## config.mk

```make
export PLATFORM = sky130hd
export DESIGN_NAME = spi_cmd_framer
export DESIGN_NICKNAME = d
export VERILOG_FILES = /design/src/rtl/spi_cmd_pkg.sv /design/src/rtl/spi_pin_sync.sv /design/src/rtl/spi_unit_order.sv /design/src/rtl/spi_cmd_framer.sv
export SDC_FILE = /design/constraint.sdc
export NUM_CORES = 1
export LEC_CHECK = 0
export ABC_AREA = 0
export BUFFER_PORTS_ARGS = -buffer_cell sky130_fd_sc_hd__buf_2
export CAP_MARGIN = 0
export CORE_MARGIN = 1
export CORE_UTILIZATION = 30
export CTS_CLUSTER_DIAMETER = 40
export CTS_CLUSTER_SIZE = 8
export DETAILED_ROUTE_END_ITERATION = 12
export PLACE_DENSITY = 0.44
export SYNTH_ARGS = -nofsm -noshare
export SYNTH_HDL_FRONTEND = slang
export SYNTH_SLANG_ARGS = --single-unit
export TNS_END_PERCENT = 50
```

## constraint.sdc

```tcl
create_clock -name clk -period 5.85 [get_ports clk]
set_clock_uncertainty 0.1 [all_clocks]
set_input_delay 0.2925 -clock clk [delete_from_list [all_inputs] [get_ports clk]]
set_output_delay 0.2925 -clock clk [all_outputs]
set_load 0.01 [all_outputs]
```

## src/rtl/spi_cmd_pkg.sv

```systemverilog
package spi_cmd_pkg;

    localparam int WORD_W   = 16;
    localparam int BYTE_W   = 8;
    localparam int UNIT_W   = 2 * WORD_W;
    localparam int CMD_W    = 16;
    localparam int TGT_W    = 3;
    localparam int LEN_W    = CMD_W - 1 - TGT_W;
    localparam int BITCNT_W = $clog2(UNIT_W);

    typedef enum logic [TGT_W-1:0] {
        TGT_CFG   = 3'd0,
        TGT_CTRL  = 3'd1,
        TGT_QUEUE = 3'd2,
        TGT_AHB   = 3'd3,
        TGT_MADDR = 3'd4,
        TGT_SRAM  = 3'd5,
        TGT_GP    = 3'd6,
        TGT_NONE  = 3'd7
    } tgt_e;

    typedef enum logic [1:0] {
        ORD_HALF = 2'b00,
        ORD_FULL = 2'b01,
        ORD_BYTE = 2'b10,
        ORD_RSVD = 2'b11
    } ord_e;

    typedef enum logic {
        PH_CMD  = 1'b0,
        PH_DATA = 1'b1
    } phase_e;

    typedef struct packed {
        phase_e                phase;
        logic [BITCNT_W-1:0]   bit_cnt;
        logic [UNIT_W-1:0]     rx_sh;
        logic                  is_rd;
        logic [TGT_W-1:0]      tgt;
        ord_e                  ord;
        logic                  unit32;
        logic [LEN_W-1:0]      left;
        logic [LEN_W-1:0]      idx;
        logic [UNIT_W-1:0]     tx_sh;
        logic                  miso;
        logic [1:0]            bus_cnt;
        logic                  bus_rd;
        logic                  bus_unit32;
        logic [LEN_W-1:0]      bus_idx;
        logic [WORD_W-1:0]     word0;
        logic [WORD_W-1:0]     word1;
        logic                  err;
    } fr_st_t;

    function automatic logic [WORD_W-1:0] byte_swap(input logic [WORD_W-1:0] w);
        return {w[BYTE_W-1:0], w[WORD_W-1:BYTE_W]};
    endfunction

endpackage

```

## src/rtl/spi_pin_sync.sv

```systemverilog
module spi_pin_sync #(
    parameter int STAGES = 2
) (
    input  logic clk,
    input  logic rst_n,
    input  logic sclk_i,
    input  logic cs_n_i,
    input  logic mosi_i,
    output logic sclk_rise,
    output logic sclk_fall,
    output logic cs_rise,
    output logic cs_low,
    output logic mosi_o
);

    localparam logic [2:0] PIN_RST = 3'b010;

    for (genvar g = 0; g < STAGES; g++) begin : g_stage
        logic [2:0] q;
        if (g == 0) begin : g_first
            always_ff @(posedge clk or negedge rst_n) begin
                if (!rst_n) q <= PIN_RST;
                else        q <= {sclk_i, cs_n_i, mosi_i};
            end
        end else begin : g_next
            always_ff @(posedge clk or negedge rst_n) begin
                if (!rst_n) q <= PIN_RST;
                else        q <= g_stage[g-1].q;
            end
        end
    end

    logic [2:0] synced;
    logic [1:0] prev_q;

    assign synced = g_stage[STAGES-1].q;

    always_ff @(posedge clk or negedge rst_n) begin
        if (!rst_n) prev_q <= 2'b01;
        else        prev_q <= synced[2:1];
    end

    assign sclk_rise = synced[2] & ~prev_q[1];
    assign sclk_fall = ~synced[2] & prev_q[1];
    assign cs_rise   = synced[1] & ~prev_q[0];
    assign cs_low    = ~synced[1];
    assign mosi_o    = synced[0];

endmodule

```

## src/rtl/spi_unit_order.sv

```systemverilog
module spi_unit_order
    import spi_cmd_pkg::*;
(
    input  ord_e              ord,
    input  logic              rx_unit32,
    input  logic [UNIT_W-1:0] rx_line,
    output logic [WORD_W-1:0] rx_lo,
    output logic [WORD_W-1:0] rx_hi,
    input  logic              tx_unit32,
    input  logic [WORD_W-1:0] tx_lo,
    input  logic [WORD_W-1:0] tx_hi,
    output logic [UNIT_W-1:0] tx_line
);

    logic swap;
    assign swap = (ord == ORD_BYTE);

    always_comb begin
        if (rx_unit32) begin
            rx_hi = rx_line[UNIT_W-1:WORD_W];
            rx_lo = rx_line[WORD_W-1:0];
        end else begin
            rx_hi = '0;
            rx_lo = swap ? byte_swap(rx_line[WORD_W-1:0]) : rx_line[WORD_W-1:0];
        end
    end

    always_comb begin
        if (tx_unit32) tx_line = {tx_hi, tx_lo};
        else           tx_line = {(swap ? byte_swap(tx_lo) : tx_lo), {WORD_W{1'b0}}};
    end

endmodule

```

## src/rtl/spi_cmd_framer.sv

```systemverilog
module spi_cmd_framer
    import spi_cmd_pkg::*;
#(
    parameter int SYNC_STAGES = 2
) (
    input  logic              clk,
    input  logic              rst_n,
    input  logic              spi_sclk,
    input  logic              spi_cs_n,
    input  logic              spi_mosi,
    output logic              spi_miso,
    input  logic [1:0]        cfg_word_mode,
    input  logic              cfg_frame_en,
    input  logic              err_clr,
    output logic              err_frame,
    output logic [TGT_W-1:0]  tgt_sel,
    output logic              tgt_wr,
    output logic              tgt_rd,
    output logic [WORD_W-1:0] tgt_wdata,
    input  logic [WORD_W-1:0] tgt_rdata
);

    localparam logic [BITCNT_W-1:0] LAST16 = BITCNT_W'(WORD_W - 1);
    localparam logic [BITCNT_W-1:0] LAST32 = BITCNT_W'(UNIT_W - 1);
    localparam logic [BITCNT_W-1:0] LASTCMD = BITCNT_W'(CMD_W - 1);

    fr_st_t st_q, st_d;

    logic sclk_rise, sclk_fall, cs_rise, cs_low, mosi_s;

    spi_pin_sync #(.STAGES(SYNC_STAGES)) u_sync (
        .clk       (clk),
        .rst_n     (rst_n),
        .sclk_i    (spi_sclk),
        .cs_n_i    (spi_cs_n),
        .mosi_i    (spi_mosi),
        .sclk_rise (sclk_rise),
        .sclk_fall (sclk_fall),
        .cs_rise   (cs_rise),
        .cs_low    (cs_low),
        .mosi_o    (mosi_s)
    );

    logic [UNIT_W-1:0] rx_next;
    logic [WORD_W-1:0] rx_lo, rx_hi;
    logic [UNIT_W-1:0] tx_line;
    logic              bus_hi;
    logic [LEN_W-1:0]  cur_idx;
    logic              strobe_ok;
    logic [WORD_W-1:0] rd_val;
    logic [WORD_W-1:0] tx_lo_in;

    assign rx_next   = {st_q.rx_sh[UNIT_W-2:0], mosi_s};
    assign bus_hi    = (st_q.bus_cnt == 2'd1) && st_q.bus_unit32;
    assign cur_idx   = st_q.bus_idx + {{(LEN_W-1){1'b0}}, bus_hi};
    assign strobe_ok = (st_q.tgt != TGT_NONE) &&
                       !(st_q.bus_rd && (st_q.tgt == TGT_CTRL) && (cur_idx != '0));
    assign rd_val    = strobe_ok ? tgt_rdata : '0;
    assign tx_lo_in  = st_q.bus_unit32 ? st_q.word0 : rd_val;

    spi_unit_order u_order (
        .ord       (st_q.ord),
        .rx_unit32 (st_q.unit32),
        .rx_line   (rx_next),
        .rx_lo     (rx_lo),
        .rx_hi     (rx_hi),
        .tx_unit32 (st_q.bus_unit32),
        .tx_lo     (tx_lo_in),
        .tx_hi     (rd_val),
        .tx_line   (tx_line)
    );

    // Command word decode
    logic [CMD_W-1:0] cmd;
    logic             c_rd;
    logic [TGT_W-1:0] c_tgt;
    logic [LEN_W-1:0] c_len;
    ord_e             c_ord;
    logic             c_u32;

    assign cmd   = rx_next[CMD_W-1:0];
    assign c_rd  = cmd[CMD_W-1];
    assign c_tgt = cmd[CMD_W-2 -: TGT_W];
    assign c_len = cmd[LEN_W-1:0];
    assign c_ord = ((c_tgt == TGT_CFG) || (cfg_word_mode == ORD_RSVD)) ? ORD_HALF
                                                                        : ord_e'(cfg_word_mode);
    assign c_u32 = (c_ord == ORD_FULL) && (c_len >= LEN_W'(2));

    // Data phase helpers
    logic [LEN_W-1:0]    nw;
    logic [LEN_W-1:0]    left_after;
    logic [BITCNT_W-1:0] unit_last;
    logic                n_u32;

    assign nw         = st_q.unit32 ? LEN_W'(2) : LEN_W'(1);
    assign left_after = st_q.left - nw;
    assign unit_last  = st_q.unit32 ? LAST32 : LAST16;
    assign n_u32      = (st_q.ord == ORD_FULL) && (left_after >= LEN_W'(2));

    always_comb begin
        st_d = st_q;

        if (err_clr) st_d.err = 1'b0;

        // target bus sequencer
        if (st_q.bus_cnt != 2'd0) begin
            st_d.bus_cnt = st_q.bus_cnt - 2'd1;
            if (st_q.bus_rd) begin
                if (st_q.bus_cnt == 2'd2) st_d.word0 = rd_val;
                else                      st_d.tx_sh = tx_line;
            end
        end

        // sample edge
        if (cs_low && sclk_rise) begin
            st_d.rx_sh = rx_next;
            if (st_q.phase == PH_CMD) begin
                if (st_q.bit_cnt == LASTCMD) begin
                    st_d.bit_cnt = '0;
                    st_d.is_rd   = c_rd;
                    st_d.tgt     = c_tgt;
                    st_d.ord     = c_ord;
                    st_d.idx     = '0;
                    st_d.left    = c_len;
                    st_d.unit32  = c_u32;
                    if (c_len != '0) begin
                        st_d.phase = PH_DATA;
                        if (c_rd) begin
                            st_d.bus_cnt    = c_u32 ? 2'd2 : 2'd1;
                            st_d.bus_rd     = 1'b1;
                            st_d.bus_unit32 = c_u32;
                            st_d.bus_idx    = '0;
                        end
                    end
                end else begin
                    st_d.bit_cnt = st_q.bit_cnt + 1'b1;
                end
            end else begin
                if (st_q.bit_cnt == unit_last) begin
                    st_d.bit_cnt = '0;
                    if (!st_q.is_rd) begin
                        st_d.bus_cnt    = st_q.unit32 ? 2'd2 : 2'd1;
                        st_d.bus_rd     = 1'b0;
                        st_d.bus_unit32 = st_q.unit32;
                        st_d.bus_idx    = st_q.idx;
                        st_d.word0      = rx_lo;
                        st_d.word1      = rx_hi;
                    end
                    st_d.left = left_after;
                    st_d.idx  = st_q.idx + nw;
                    if (st_q.left == nw) begin
                        st_d.phase = PH_CMD;
                    end else begin
                        st_d.unit32 = n_u32;
                        if (st_q.is_rd) begin
                            st_d.bus_cnt    = n_u32 ? 2'd2 : 2'd1;
                            st_d.bus_rd     = 1'b1;
                            st_d.bus_unit32 = n_u32;
                            st_d.bus_idx    = st_q.idx + nw;
                        end
                    end
                end else begin
                    st_d.bit_cnt = st_q.bit_cnt + 1'b1;
                end
            end
        end

        // launch edge
        if (cs_low && sclk_fall) begin
            if ((st_q.phase == PH_DATA) && st_q.is_rd) begin
                st_d.miso  = st_q.tx_sh[UNIT_W-1];
                st_d.tx_sh = {st_q.tx_sh[UNIT_W-2:0], 1'b0};
            end else begin
                st_d.miso = 1'b0;
            end
        end

        // chip select release
        if (cs_rise) begin
            st_d.miso = 1'b0;
            if (cfg_frame_en) begin
                if ((st_q.phase == PH_DATA) || (st_q.bit_cnt != '0)) st_d.err = 1'b1;
                st_d.phase   = PH_CMD;
                st_d.bit_cnt = '0;
                st_d.bus_cnt = 2'd0;
                st_d.left    = '0;
            end
        end
    end

    always_ff @(posedge clk or negedge rst_n) begin
        if (!rst_n) begin
            st_q       <= '0;
            st_q.phase <= PH_CMD;
            st_q.ord   <= ORD_HALF;
        end else begin
            st_q <= st_d;
        end
    end

    assign spi_miso  = st_q.miso;
    assign err_frame = st_q.err;
    assign tgt_sel   = st_q.tgt;
    assign tgt_wr    = (st_q.bus_cnt != 2'd0) && !st_q.bus_rd && strobe_ok;
    assign tgt_rd    = (st_q.bus_cnt != 2'd0) &&  st_q.bus_rd && strobe_ok;
    assign tgt_wdata = bus_hi ? st_q.word1 : st_q.word0;

    // a word is either written or read, never both
    p_one_strobe_r2: assert property (@(posedge clk) disable iff (!rst_n)
        !(tgt_wr && tgt_rd));

    p_unused_quiet_r9: assert property (@(posedge clk) disable iff (!rst_n)
        (tgt_sel == TGT_NONE) |-> !(tgt_wr || tgt_rd));

    p_data_has_words_r1: assert property (@(posedge clk) disable iff (!rst_n)
        (st_q.phase == PH_DATA) |-> (st_q.left != '0));

    p_abort_flags_r11: assert property (@(posedge clk) disable iff (!rst_n)
        (cs_rise && cfg_frame_en && (st_q.phase == PH_DATA)) |=> err_frame);

    p_no_flag_unframed_r12: assert property (@(posedge clk) disable iff (!rst_n)
        (!err_frame && !cfg_frame_en) |=> !err_frame);

    p_err_sticky_r13: assert property (@(posedge clk) disable iff (!rst_n)
        (err_frame && !err_clr) |=> err_frame);

    p_miso_hold_r14: assert property (@(posedge clk) disable iff (!rst_n)
        (!sclk_fall && !cs_rise) |=> $stable(spi_miso));

endmodule

```

======== Word level (Yosys, flattened, before mapping) ========
Index checks and enable logic that the tools add are counted.
storage, ports and cells
  register bits ........................... 159
  bits in latches ......................... 0
  RAM bits ................................ 0
  bits in read-only memories .............. 0
  bits of input ports ..................... 25
  memories kept ........................... 0
operators by class
  add/sub/neg operators ................... 5
  multipliers ............................. 0
  div/mod/pow operators ................... 0
  order comparisons ....................... 2
  eq/ne operators ......................... 13
  shift operators ......................... 0
  muxes and demuxes ....................... 57
  bitwise gates (word level) .............. 9
  reductions and logical operators ........ 31
operators with widths
  kind                 number
  $mux 16              16
  $mux 32              6
  $mux 48              3
  $mux 69              1
  $mux 25              2
  $mux 33              1
  $mux 31              1
  $ge 12x2->1 const B  2
  $mux 12              2
  $mux 6               4
  $reduce_bool 12->1   2
  $mux 5               3
  $mux 2               7
  $logic_and 1x1->1    13
  $add 12x1->12        1
  $add 12x2->12        1
  $eq 12x2->1          1
  $sub 12x2->12        1
  $mux 1               10
  $reduce_bool 2->1    5
  $reduce_and 4->1     2
  $eq 2x1->1 const B   3
  $eq 2x2->1 const B   3
  $not 1->1            6
  16 further kinds     21

======== Longest topological paths before layout ========
  depth after elaboration ................. 19
  gate-level depth with buffers ........... 14
  gate-level depth less buffers ........... 10

======== Modules after synthesis ========
A second synthesis with hierarchy kept.
unflattened totals
  cells, all modules ...................... 1110
  area, all modules ....................... 9312.7 sq um
modules (own cells, without submodules)
  module          instances  cells each  area an instance (sq um)
  spi_cmd_framer  1          987         8170.3
  spi_unit_order  1          111         913.4
  spi_pin_sync    1          12          229.0

======== Worst setup path before layout ========
OpenSTA, ideal clock, no wires.
  path type ............................... register -> register
  start point ............................. register st_q[45] (netlist bit)
  end point ............................... register st_q[72] (netlist bit)
  data arrival time ....................... 3.168 ns
  path slack .............................. 2.493 ns
  cell stages (with the launch flop) ...... 15
  buffers on the path ..................... 4
  clock period less this slack ............ 3.357 ns
  cells stage by stage .................... dfrtp_1 -> clkbuf_1 -> nand3b_1 -> clkinv_1 -> clkbuf_1 -> ha_1 -> ha_1 -> nand2_1 -> o21ai_0 -> nand4_1 -> o41a_1 -> or3_1 -> buf_2 -> buf_6 -> o221ai_2
RTL lines
  what                    RTL line               text
  start, declared         spi_cmd_framer.sv:27   fr_st_t st_q, st_d;
  start signal, assigned  spi_cmd_framer.sv:197  st_q <= st_d;

======== Worst setup path after layout ========
  start point ............................. register st_q[45] (netlist bit)
  end point ............................... output tgt_wr
between the ends
  word-level cells in the longest chain between the ends .. 7
ends and longest elaborated chain
  what                RTL line               text
  $logic_and 1x1->1   spi_cmd_framer.sv:54   assign bus_hi = (st_q.bus_cnt == 2'd1) && st_q.bus_unit32;
  $add 12x1->12       spi_cmd_framer.sv:55   assign cur_idx = st_q.bus_idx + {{(LEN_W-1){1'b0}}, bus_hi};
  $reduce_bool 12->1  spi_cmd_framer.sv:57   !(st_q.bus_rd && (st_q.tgt == TGT_CTRL) && (cur_idx != '0));
  $logic_and 1x1->1   spi_cmd_framer.sv:57
  $logic_not 1->1     spi_cmd_framer.sv:57
  $logic_and 1x1->1   spi_cmd_framer.sv:56   assign strobe_ok = (st_q.tgt != TGT_NONE) &&
  $logic_and 1x1->1   spi_cmd_framer.sv:204  assign tgt_wr = (st_q.bus_cnt != 2'd0) && !st_q.bus_rd && strobe_ok;
  end, declared       spi_cmd_framer.sv:17   output logic tgt_wr,
Every way passes these cells.

==> flow_summary.ini <==
[clocking]
insertion_delay_ns = 0.43
cts_buffers = 17
clk_pin_slew_ns = 0.07
cts_tree = yes
cts_resized = 0
cts.path.max_buffers = 2
post_cts_buffers = 0
cts_max_level = 4
cts-root-buf = clkbuf_16
cts.sink_count = 158

[pwr]
leakage_nw = 4.61
ir_drop_mv = 0.134
power_density_mw_per_mm2 = 248

[global_route]
antenna_found_initial = 0
grt_max_degree = 71
grt_pass1_wl_microns = 40900
grtUsageTotal_pct = 18.6
grt.overflow.total = 0
grt_pass1_vias = 7006

[floorplanning]
rows = 60
die_y_microns = 169
die_area_sq_mm = 0.0286
die_x_microns = 169
start_util_pct = 30.8
core_area_sq_mm = 0.0272
ios = 48

[worst_setup_path]
cp.required_ns = 5.46
critPathLaunchType = register
crit_type = reg -> out
startpoint = st_q[45]
critPathCaptureType = output port
critical_path_arrival_ns = 4.19
crit_fanout = 19
r2r_slack_ns = 1.38
crit_end = tgt_wr
rr_startpoint = st_q[45]
reg2regPathDepth = 10
reg2reg_to = st_q[74]

[yosys]
async_reset_ff_share_pct = 100
ys_ff_latch = 158
synth.yosys.seq_area_share_pct = 47.2
synthTopCellsByArea = dfrtp_1, nand2_1, o21ai_0
netlist_area_sq_mm = 0.00838
syn-instance-count = 964
synth_top_cell_area_share_pct = 46.3
syn_nets = 1002
yosysWarningCount = 0
synth_area_leader_cell = dfrtp_1
synth.avg_cell_area_sq_um = 8.69
synth_edf_count = 0
yosysUniqueCellTypes = 69
synth-main-ff-cell = dfrtp_1

[final_layout]
multi_input_area_sq_mm = 0.00412
final_cell_mix = nand2_1, dfrtp_1, o21ai_0
final_util_pct = 35.3
nFillCells = 2896
layout-drive-gt1-share_pct = 11.9
area_growth_pct = 14.4
nNetsFinal = 1027
diodes = 0
seq_area_sq_mm = 0.00396
layout_commonest_cell = nand2_1

[timing]
setup_viol = 0
hold_viol = 0
holdWs_ns = 0.0191
post-route-period-util_pct = 78.3
maxSlewViolCount = 0
relSlewSlack_pct = 32.8
rsz0062_at_grt = no
fmaxAchievable_ghz = 0.218
tightest_slew_ns = 1.01
setup-tns-final_ns = 0
min_period_ns = 4.58

[detailed_routing]
wl_microns = 25000
dr.first_iter.drc_count = 413
first_pass_iters = 8
post_drt_via_cell_ratio = 5.09
drc = 0
dr_total_vias = 6991
drtAntennaViolNets = 0
routedWlPerCell_microns = 18.2

[place]
place_congestion = 0.787
dpl.hpwl_microns = 17400
numPortBuffers = 47

[min_path]
min_delay_path_depth = 2
min_path_type = in -> reg

[run_status]
status = finished clean

[run]
drv_cap = 0
state kept, by name, indices dropped and copies added, names as in the netlist:
register	flops
c_len	11
rx_next	16
st_q	114
spi_miso	1
c_rd	1
tgt_sel	3
c_tgt	3
err_frame	1
u_sync.g_stage.q	6
u_sync.prev_q	2
cells by family (layout without fill, tap and decap cells):
logic type               Yosys count  count (layout)  share of synthesized area, %
XOR/XNOR                          12              12                          1.25
multiplexers                      37              37                          4.48
AND/OR/NAND/NOR                  445             445                          23.8
buffers and inverters             77             115                          3.73
AO/OA/AOI/OAI                    222             222                          17.4
flip-flops                       158             158                          47.2
adder cells (fa/ha/maj)           13              13                          2.12
Yosys cell counts (5+ instances only):
| cell | count |
|---|---|
| nand2_1 | 264 |
| dfrtp_1 | 155 |
| o21ai_0 | 75 |
| a21oi_1 | 50 |
| clkbuf_1 | 49 |
| nand3_1 | 49 |
| nor2_1 | 36 |
| mux2i_1 | 33 |
| and3_1 | 23 |
| a21o_1 | 19 |
| nor3_1 | 19 |
| inv_1 | 12 |
| ha_1 | 11 |
| o221ai_1 | 10 |
| o221ai_2 | 9 |
| o31ai_1 | 9 |
| nand4_1 | 8 |
| or3_1 | 8 |
| a31oi_1 | 7 |
| buf_1 | 6 |
| nor4_1 | 6 |
| xnor2_1 | 6 |
| xor2_1 | 6 |
| nor2b_1 | 5 |
report_power, final:
group	switching (mW)	total (mW)	internal [mW]
Combinational	0.0894	0.139	0.0500
Clock	0.513	1.07	0.559
Sequential	0.0471	1.16	1.12
critical path, cell delays in order (launching register included):
cell	delay, ns
dfrtp_1	0.54
nand3b_1	0.54
clkinv_1	0.65
ha_1	0.45
ha_1	0.24
nand2_1	0.13
o2bb2ai_1	0.12
mux2i_1	0.09
o41a_1	0.49
o21bai_1	0.26
nor2_1	0.11
buf_2	0.14
cell type report:
type                            instances  area share (%)
Timing Repair Buffer                   69            4.48
Tap cell                              372            4.86
Multi-Input combinational cell        729            43.0
Sequential cell                       158            41.3
Clock inverter                         14            1.29
Clock buffer                           18            4.48
Inverter                               14           0.549
timing repair:
action | 4_1_cts | 5_1_grt
setup endpoints to repair | 0 | 0
hold buffers | 9 | 0
endpoints found under the hold margin | 45 | 0
worst min path at each step:
stage | from | endpoint
global route | tgt_rdata[3] | st_q[20]
detailed placement | rst_n | st_q[98]
CTS | tgt_rdata[3] | st_q[20]
floorplan | rst_n | c_len[10]
finish | tgt_rdata[3] | st_q[20]
global placement | rst_n | st_q[98]
stage by stage:
step	total power, mW	worst slack (ns)	instances	area, sq um
global placement	1.32	1.48	1333	8940
global route	2.48	0.849	1374	9580
finish	2.38	1.27	1374	9580
detailed placement	1.32	1.36	1333	8940
floorplan	1.24	2.49	964	8380
CTS	2.41	1.25	1374	9580
layer usage:
layer | vias to the layer above | part of all wire [%] | track usage (%)
met5 | - | 0 | 0
met4 | 0 | 1.2 | 5.44
met3 | 18 | 2.5 | 2.50
met2 | 98 | 46 | 28.4
met1 | 3447 | 51 | 27.1
li1 | 3428 | - | -
Power figures use the tool's default switching activity.
